===== src/rtl/sio_router_pkg.sv =====
package sio_router_pkg;

  typedef enum logic [1:0] {
    PIN_GPIO     = 2'b00,
    PIN_TXCLK_IN = 2'b01,
    PIN_BRG_OUT  = 2'b10,
    PIN_SYNC_OUT = 2'b11
  } pin_role_e;

  // Field order is fixed: software encodes the word this way.
  typedef struct packed {
    pin_role_e role;
    logic      rx_ext;
    logic      brg_ext;
    logic      div1x;
    logic      echo;
    logic      loop;
    logic      stick_par;
  } ctl_t;

  localparam int unsigned CTL_W = $bits(ctl_t);

endpackage


===== src/rtl/sio_ctl_reg.sv =====
module sio_ctl_reg #(
  parameter int unsigned W       = 8,
  parameter logic [W-1:0] RST_VAL = '0
) (
  input  logic         clk_i,
  input  logic         rst_ni,
  input  logic         we_i,
  input  logic [W-1:0] wdata_i,
  output logic [W-1:0] q_o
);

  logic [W-1:0] q;

  always_ff @(posedge clk_i or negedge rst_ni) begin
    if (!rst_ni)   q <= RST_VAL;
    else if (we_i) q <= wdata_i;
  end

  assign q_o = q;

  AST_WRITE_LOADS: assert property (@(posedge clk_i) disable iff (!rst_ni)
    we_i |=> (q_o == $past(wdata_i)));
  AST_IDLE_HOLDS: assert property (@(posedge clk_i) disable iff (!rst_ni)
    !we_i |=> $stable(q_o));

endmodule


===== src/rtl/sio_clk_select.sv =====
module sio_clk_select
  import sio_router_pkg::*;
(
  input  logic      clk_i,
  input  logic      rst_ni,
  input  pin_role_e role_i,
  input  logic      rx_ext_i,
  input  logic      brg_ext_i,
  input  logic      int_clk_i,
  input  logic      ext_rx_clk_i,
  input  logic      txclk_pin_i,
  input  logic      brg_clk_i,
  input  logic      sync_clk_i,
  input  logic      gpio_dout_i,
  output logic      tx_clk_o,
  output logic      rx_clk_o,
  output logic      brg_src_o,
  output logic      clk_pin_o,
  output logic      clk_pin_oe_o
);

  always_comb begin
    clk_pin_o    = 1'b0;
    clk_pin_oe_o = 1'b0;
    unique case (role_i)
      PIN_GPIO:     clk_pin_o = gpio_dout_i;
      PIN_TXCLK_IN: clk_pin_o = 1'b0;
      PIN_BRG_OUT: begin
        clk_pin_o    = brg_clk_i;
        clk_pin_oe_o = 1'b1;
      end
      PIN_SYNC_OUT: begin
        clk_pin_o    = sync_clk_i;
        clk_pin_oe_o = 1'b1;
      end
      default: ;
    endcase
  end

  assign tx_clk_o  = (role_i == PIN_TXCLK_IN) ? txclk_pin_i : brg_clk_i;
  assign rx_clk_o  = rx_ext_i  ? ext_rx_clk_i : brg_clk_i;
  assign brg_src_o = brg_ext_i ? ext_rx_clk_i : int_clk_i;

  AST_OE_ONLY_DRIVE: assert property (@(posedge clk_i) disable iff (!rst_ni)
    (role_i == PIN_GPIO || role_i == PIN_TXCLK_IN) |-> !clk_pin_oe_o);
  AST_TXCLK_FROM_PIN: assert property (@(posedge clk_i) disable iff (!rst_ni)
    (role_i == PIN_TXCLK_IN) |-> (tx_clk_o == txclk_pin_i));
  AST_RXCLK_EXT: assert property (@(posedge clk_i) disable iff (!rst_ni)
    rx_ext_i |-> (rx_clk_o == ext_rx_clk_i));
  AST_BRG_INTERNAL: assert property (@(posedge clk_i) disable iff (!rst_ni)
    !brg_ext_i |-> (brg_src_o == int_clk_i));

endmodule


===== src/rtl/sio_data_route.sv =====
module sio_data_route (
  input  logic clk_i,
  input  logic rst_ni,
  input  logic echo_i,
  input  logic loop_i,
  input  logic tx_shift_i,
  input  logic sdin_i,
  output logic sdout_o,
  output logic rx_data_o
);

  // Echo owns the output pin; loopback owns the receiver input.
  always_comb begin
    if (echo_i)      sdout_o = sdin_i;
    else if (loop_i) sdout_o = 1'b1;
    else             sdout_o = tx_shift_i;
  end

  assign rx_data_o = loop_i ? tx_shift_i : sdin_i;

  AST_ECHO_PIN: assert property (@(posedge clk_i) disable iff (!rst_ni)
    echo_i |-> (sdout_o == sdin_i));
  AST_LOOP_IDLE_HIGH: assert property (@(posedge clk_i) disable iff (!rst_ni)
    (loop_i && !echo_i) |-> sdout_o);
  AST_LOOP_RX_TX: assert property (@(posedge clk_i) disable iff (!rst_ni)
    loop_i |-> (rx_data_o == tx_shift_i));
  AST_PLAIN_RX: assert property (@(posedge clk_i) disable iff (!rst_ni)
    !loop_i |-> (rx_data_o == sdin_i));

endmodule


===== src/rtl/sio_clk_router.sv =====
module sio_clk_router
  import sio_router_pkg::*;
#(
  parameter logic [CTL_W-1:0] CTL_RST = '0
) (
  input  logic             clk_i,
  input  logic             rst_ni,
  input  logic             cfg_we_i,
  input  logic [CTL_W-1:0] cfg_wdata_i,
  output logic [CTL_W-1:0] cfg_rdata_o,
  input  logic             int_clk_i,
  input  logic             ext_rx_clk_i,
  input  logic             txclk_pin_i,
  input  logic             brg_clk_i,
  input  logic             sync_clk_i,
  input  logic             gpio_dout_i,
  input  logic             tx_shift_i,
  input  logic             sdin_i,
  output logic             tx_clk_o,
  output logic             rx_clk_o,
  output logic             brg_src_o,
  output logic             clk_pin_o,
  output logic             clk_pin_oe_o,
  output logic             sdout_o,
  output logic             rx_data_o,
  output logic             div1x_o,
  output logic             stick_par_o
);

  logic [CTL_W-1:0] ctl_q;
  ctl_t             ctl;

  sio_ctl_reg #(.W(CTL_W), .RST_VAL(CTL_RST)) u_ctl (
    .clk_i   (clk_i),
    .rst_ni  (rst_ni),
    .we_i    (cfg_we_i),
    .wdata_i (cfg_wdata_i),
    .q_o     (ctl_q)
  );

  assign ctl         = ctl_t'(ctl_q);
  assign cfg_rdata_o = ctl_q;
  assign div1x_o     = ctl.div1x;
  assign stick_par_o = ctl.stick_par;

  sio_clk_select u_clk (
    .clk_i        (clk_i),
    .rst_ni       (rst_ni),
    .role_i       (ctl.role),
    .rx_ext_i     (ctl.rx_ext),
    .brg_ext_i    (ctl.brg_ext),
    .int_clk_i    (int_clk_i),
    .ext_rx_clk_i (ext_rx_clk_i),
    .txclk_pin_i  (txclk_pin_i),
    .brg_clk_i    (brg_clk_i),
    .sync_clk_i   (sync_clk_i),
    .gpio_dout_i  (gpio_dout_i),
    .tx_clk_o     (tx_clk_o),
    .rx_clk_o     (rx_clk_o),
    .brg_src_o    (brg_src_o),
    .clk_pin_o    (clk_pin_o),
    .clk_pin_oe_o (clk_pin_oe_o)
  );

  sio_data_route u_data (
    .clk_i      (clk_i),
    .rst_ni     (rst_ni),
    .echo_i     (ctl.echo),
    .loop_i     (ctl.loop),
    .tx_shift_i (tx_shift_i),
    .sdin_i     (sdin_i),
    .sdout_o    (sdout_o),
    .rx_data_o  (rx_data_o)
  );

  AST_DIV_FIELD: assert property (@(posedge clk_i) disable iff (!rst_ni)
    cfg_we_i |=> (div1x_o == $past(cfg_wdata_i[3])));
  AST_STICK_FIELD: assert property (@(posedge clk_i) disable iff (!rst_ni)
    cfg_we_i |=> (stick_par_o == $past(cfg_wdata_i[0])));

endmodule


===== config.mk =====
export PLATFORM = sky130hd
export DESIGN_NAME = sio_clk_router
export DESIGN_NICKNAME = d
export VERILOG_FILES = /design/src/rtl/sio_router_pkg.sv /design/src/rtl/sio_ctl_reg.sv /design/src/rtl/sio_clk_select.sv /design/src/rtl/sio_data_route.sv /design/src/rtl/sio_clk_router.sv
export SDC_FILE = /design/constraint.sdc
export NUM_CORES = 1
export LEC_CHECK = 0
export ABC_CLOCK_PERIOD_IN_PS = 800
export BUFFER_PORTS_ARGS = -buffer_cell sky130_fd_sc_hd__buf_2
export CORE_MARGIN = 5
export CORE_UTILIZATION = 32
export CTS_BUF_LIST = sky130_fd_sc_hd__clkbuf_4 sky130_fd_sc_hd__clkbuf_8 sky130_fd_sc_hd__clkbuf_16
export DETAILED_ROUTE_END_ITERATION = 7
export PLACE_DENSITY = 0.79
export SLEW_MARGIN = 10
export SYNTH_ARGS = -nofsm -noshare
export SYNTH_HDL_FRONTEND = slang
export SYNTH_SLANG_ARGS = --single-unit

===== constraint.sdc =====
create_clock -name clk_i -period 0.8 [get_ports clk_i]
set_input_delay 0 -clock clk_i [delete_from_list [all_inputs] [get_ports clk_i]]
set_output_delay 0 -clock clk_i [all_outputs]
set_load 0.005 [all_outputs]

# == Yosys cells after proc, flatten, opt, wreduce, memory -nomap -nowiden ==
# Index checks and enable logic that the tools add are counted.
# Widths: inputs -> output; s select.
# word_totals
register_bits,8
inputBits,19
output_inout_bits,17
word_cells,14
# op_classes
n_eq_ne,3
muxes,8
reduce_logical,2
# ops
op,count
$mux 1,7
$eq 2x2->1 const B,2
$pmux 1 s4,1
$eq 2x1->1 const B,1
$logic_not 2->1,1
$reduce_or 2->1,1

# == Depth between registers and ports, before layout ==
# logic_depth
depth_word,3
depth_mapped,2
depth_no_buf,2

# == Cells and area by module ==
# From an unflattened synthesis, not the netlist that was laid out.
# hier_totals
cells_unflattened,31
area_unflattened_um2,444.2
# modules_own_cells
module,n_inst,cells_per_inst,area_per_inst_um2,seq_area_each_um2
sio_ctl_reg,1,17,331.6,200.2
sio_clk_select,1,8,70.1,0.0
sio_data_route,1,4,27.5,0.0
sio_clk_router,1,2,15.0,0.0

# == Worst setup path before layout ==
# OpenSTA, ideal clock, no wires.
# synth_path
path_kind,register to output
start,register u_ctl.q[6] (netlist: u_ctl.q_o[6])
end,output port clk_pin_o
arrival_ns,0.943
required_ns,0.800
setup_slack_ns,-0.143
path_stages_with_launch,3
n_path_buf,0
path_cell_list,dfrtp_1 mux2_1 a22o_1
# synth_between
elab_chain_len,2
word_cells_on_any_way,5
classes_between,eq/ne: 3; mux: 1; reduce/logical: 1
# synth_rtl
item,line,text
from (decl),sio_ctl_reg.sv:12,logic [W-1:0] q;
from (signal assigned),sio_ctl_reg.sv:16,else if (we_i) q <= wdata_i;
$eq 2x2->1 (tied with other cells),sio_clk_select.sv:25,unique case (role_i)
$pmux 1 s4 (*),sio_clk_select.sv:25,
to (decl),sio_clk_router.sv:22,"output logic clk_pin_o,"
# Every way passes the cells marked *; elsewhere a longest branch is shown, timed or not.

# == Worst setup path in the final report ==
# Ends and elaborated chain as after synthesis.

==> impl_metrics.env <==
export IMPL_status="finished with violations"
export IMPL_violations="negative setup slack"
export IMPL_grt_max_degree=9
export IMPL_worstPathMaxFanout=3
export IMPL_cts_root_buf="clkbuf_4"
export IMPL_dieArea_um2=2180
export IMPL_relSlewSlack_pct=87.7
export IMPL_cts_path_max_buffers=2
export IMPL_ys_seq_area_share_pct=46.4
export IMPL_hpwl_um=880
export IMPL_postLayoutSetupSlackWorst_ns=-0.461
export IMPL_die_w_um=46.7
export IMPL_syn_inst=35
export IMPL_vdd_ir_drop_max_v=0.000747
export IMPL_clkTransAtPathRegs_ns=0.06
export IMPL_cp_num_buf_inv=1
export IMPL_wl_per_cell_um=13.1
export IMPL_critPathKind="flip-flop to output port"
export IMPL_coreArea_um2=1280
export IMPL_fillers=112
export IMPL_critPathRequiredTime_ns=0.80
export IMPL_rows=13
export IMPL_register_area_um2=200
export IMPL_totalWireLength_um=1250
export IMPL_cpLargestDelayFamily="flip-flops"
export IMPL_stdcell_count=96
export IMPL_leakage_nw=0.424
export IMPL_start_util_pct=33.6
export IMPL_slowest_delay_ns=0.39
export IMPL_fin_crit_sh_pct=158
export IMPL_placed_cells=80
export IMPL_ios=36
export IMPL_h_tree_depth=1
export IMPL_worstHoldPathType="input port to asynchronous set/reset pin"
export IMPL_avgSynthCellArea_um2=12.3
export IMPL_tns_ns=-3.23
export IMPL_numCtsBuffers=3
export IMPL_gp_congestion=0.643
export IMPL_largest_reg_flops=8
export IMPL_grt_pass1_wl_um=1900
export IMPL_max_cap_violations=0
export IMPL_p_per_area_nw_per_um2=1510
export IMPL_max_freq_mhz=793
export IMPL_portBuffers=35
export IMPL_nets=102
export IMPL_grt_ovfl_total=0
export IMPL_worstSetupStartpointType="flip-flop"
export IMPL_synth_cell_type_count=11
export IMPL_fp_dieH_um=46.7
export IMPL_crit_chain="mux2_4 -> a22o_1 -> buf_2"
export IMPL_timing_final_crit_period_ns=1.26
export IMPL_ys_warn_count=0
export IMPL_slowest_stage="dfrtp_1"
export IMPL_tritoncts="yes"
export IMPL_fin_skew_ns=0
export IMPL_track_usage_pct=12.9
export IMPL_drt_pass1_iterations=3
export IMPL_synth_area_um2=432
export IMPL_synth_nets=54
export IMPL_vias_per_cell=4.41
export IMPL_multi_input_area_um2=201
export IMPL_drc=0
export IMPL_maxSlewViolCount=0
export IMPL_worstPathArrival_ns=1.26
export IMPL_hold_viol=0
export IMPL_end_kind="output port"
export IMPL_ant_nets=0
export IMPL_via_count=423
export IMPL_clkLatencyLatePin_ns=0.26
export IMPL_drive_above_1_share_pct=74.1
export IMPL_antenna_cells=0
export IMPL_antenna_found_initial=0
export IMPL_tightest_slew_ns=0.185
export IMPL_grt_pass1_vias=455
export IMPL_ys_seq_elements=8
export IMPL_rsz0062_at_grt="true"
export IMPL_area_growth_syn_to_layout_pct=90.7
export IMPL_setup_viol=18
export IMPL_cts_sinks=8
export IMPL_drt_iter0_markers=2
[cell families after synthesis]
logic type | Yosys count | synth area share, %
multiplexers | 13 | 33.9
buffers and inverters | 8 | 12.5
flip-flops | 8 | 46.4
AO/OA/AOI/OAI | 2 | 3.19
AND/OR/NAND/NOR | 4 | 4.06
[synthesized netlist by cell type]
cell      count  area share (%)
a22o_1        1             2.0
buf_2         1             1.2
buf_4         6              10
clkbuf_1      1            0.87
dfrtp_1       8              46
mux2_1        1             2.6
mux2_2       12              31
nand2_1       1            0.87
nor2_1        2             1.7
nor2b_1       1             1.5
o21ai_0       1             1.2
[power breakdown]
group | internal [mW] | switching [mW]
Clock | 0.172 | 0.148
Combinational | 0.305 | 0.132
Sequential | 0.446 | 0.0380
Total | 0.924 | 0.318
[per-stage QoR]
step	worst slack, ns	total power [mW]	utilization [%]	area, um2	hold WS, ns
floorplan	-0.116	0.653	-	442	-0.296
global placement	-0.182	0.775	47.0	604	-0.152
detailed placement	-0.191	0.784	47.0	604	-0.146
CTS	-0.465	1.20	60.8	781	0.123
global route	-0.498	1.31	64.1	823	0.141
finish	-0.461	1.24	64.1	823	0.105
[worst paths after layout]
check	start	end	slack (ns)	cells past startpoint
worst max-delay path	u_ctl.q_o[6]	clk_pin_o	-0.46	3
worst min-delay path	rst_ni	u_ctl.q_o[1]	0.11	2
worst max register to register	u_ctl.q_o[7]	u_ctl.q_o[7]	-0.23	3
worst min register to register	u_ctl.q_o[0]	u_ctl.q_o[0]	0.52	1
max in group asynchronous	rst_ni	u_ctl.q_o[7]	0.53	2
min in group clk_i	cfg_we_i	u_ctl.q_o[0]	0.14	2
[routing by layer]
metal / routed length, um / up-vias / share of wire [%] / global-route usage (%)
li1: - / 208 / - / -
met1: 424 / 196 / 34 / 11.3
met2: 746 / 17 / 60 / 26.1
met3: 62 / 2 / 4.9 / 1.15
met4: 19 / 0 / 1.5 / 9.94
met5: 0 / - / 0 / 0
[timing repair]
| item | CTS | global route |
|---|---|---|
| endpoints found under the setup margin | 12 | 19 |
| resized for setup | 11 | 6 |
| endpoints found under the hold margin | 16 | 0 |
| hold buffers | 9 | 0 |
| buffers inserted | 2 | 3 |
[placed cells by master, fill, tap and decap left out, drive strengths merged]
cell type	count
buf	42
mux2	13
dlygate4sd3	9
dfrtp	8
clkbuf	3
nor2	2
a22o	1
nor2b	1
nand2	1
o21ai	1
[worst reg2reg max path, stage by stage (launching register included)]
cell,delay [ns]
dfrtp_1,0.41
buf_6,0.14
buf_4,0.12
mux2_2,0.25
[cell type report]
type	instances	area share, %
timing repair buffer	51	46.2
clock buffer	3	2.74
sequential	8	24.3
tap	15	2.28
multi-input combinational	19	24.5
Power figures use the tool's default switching activity.
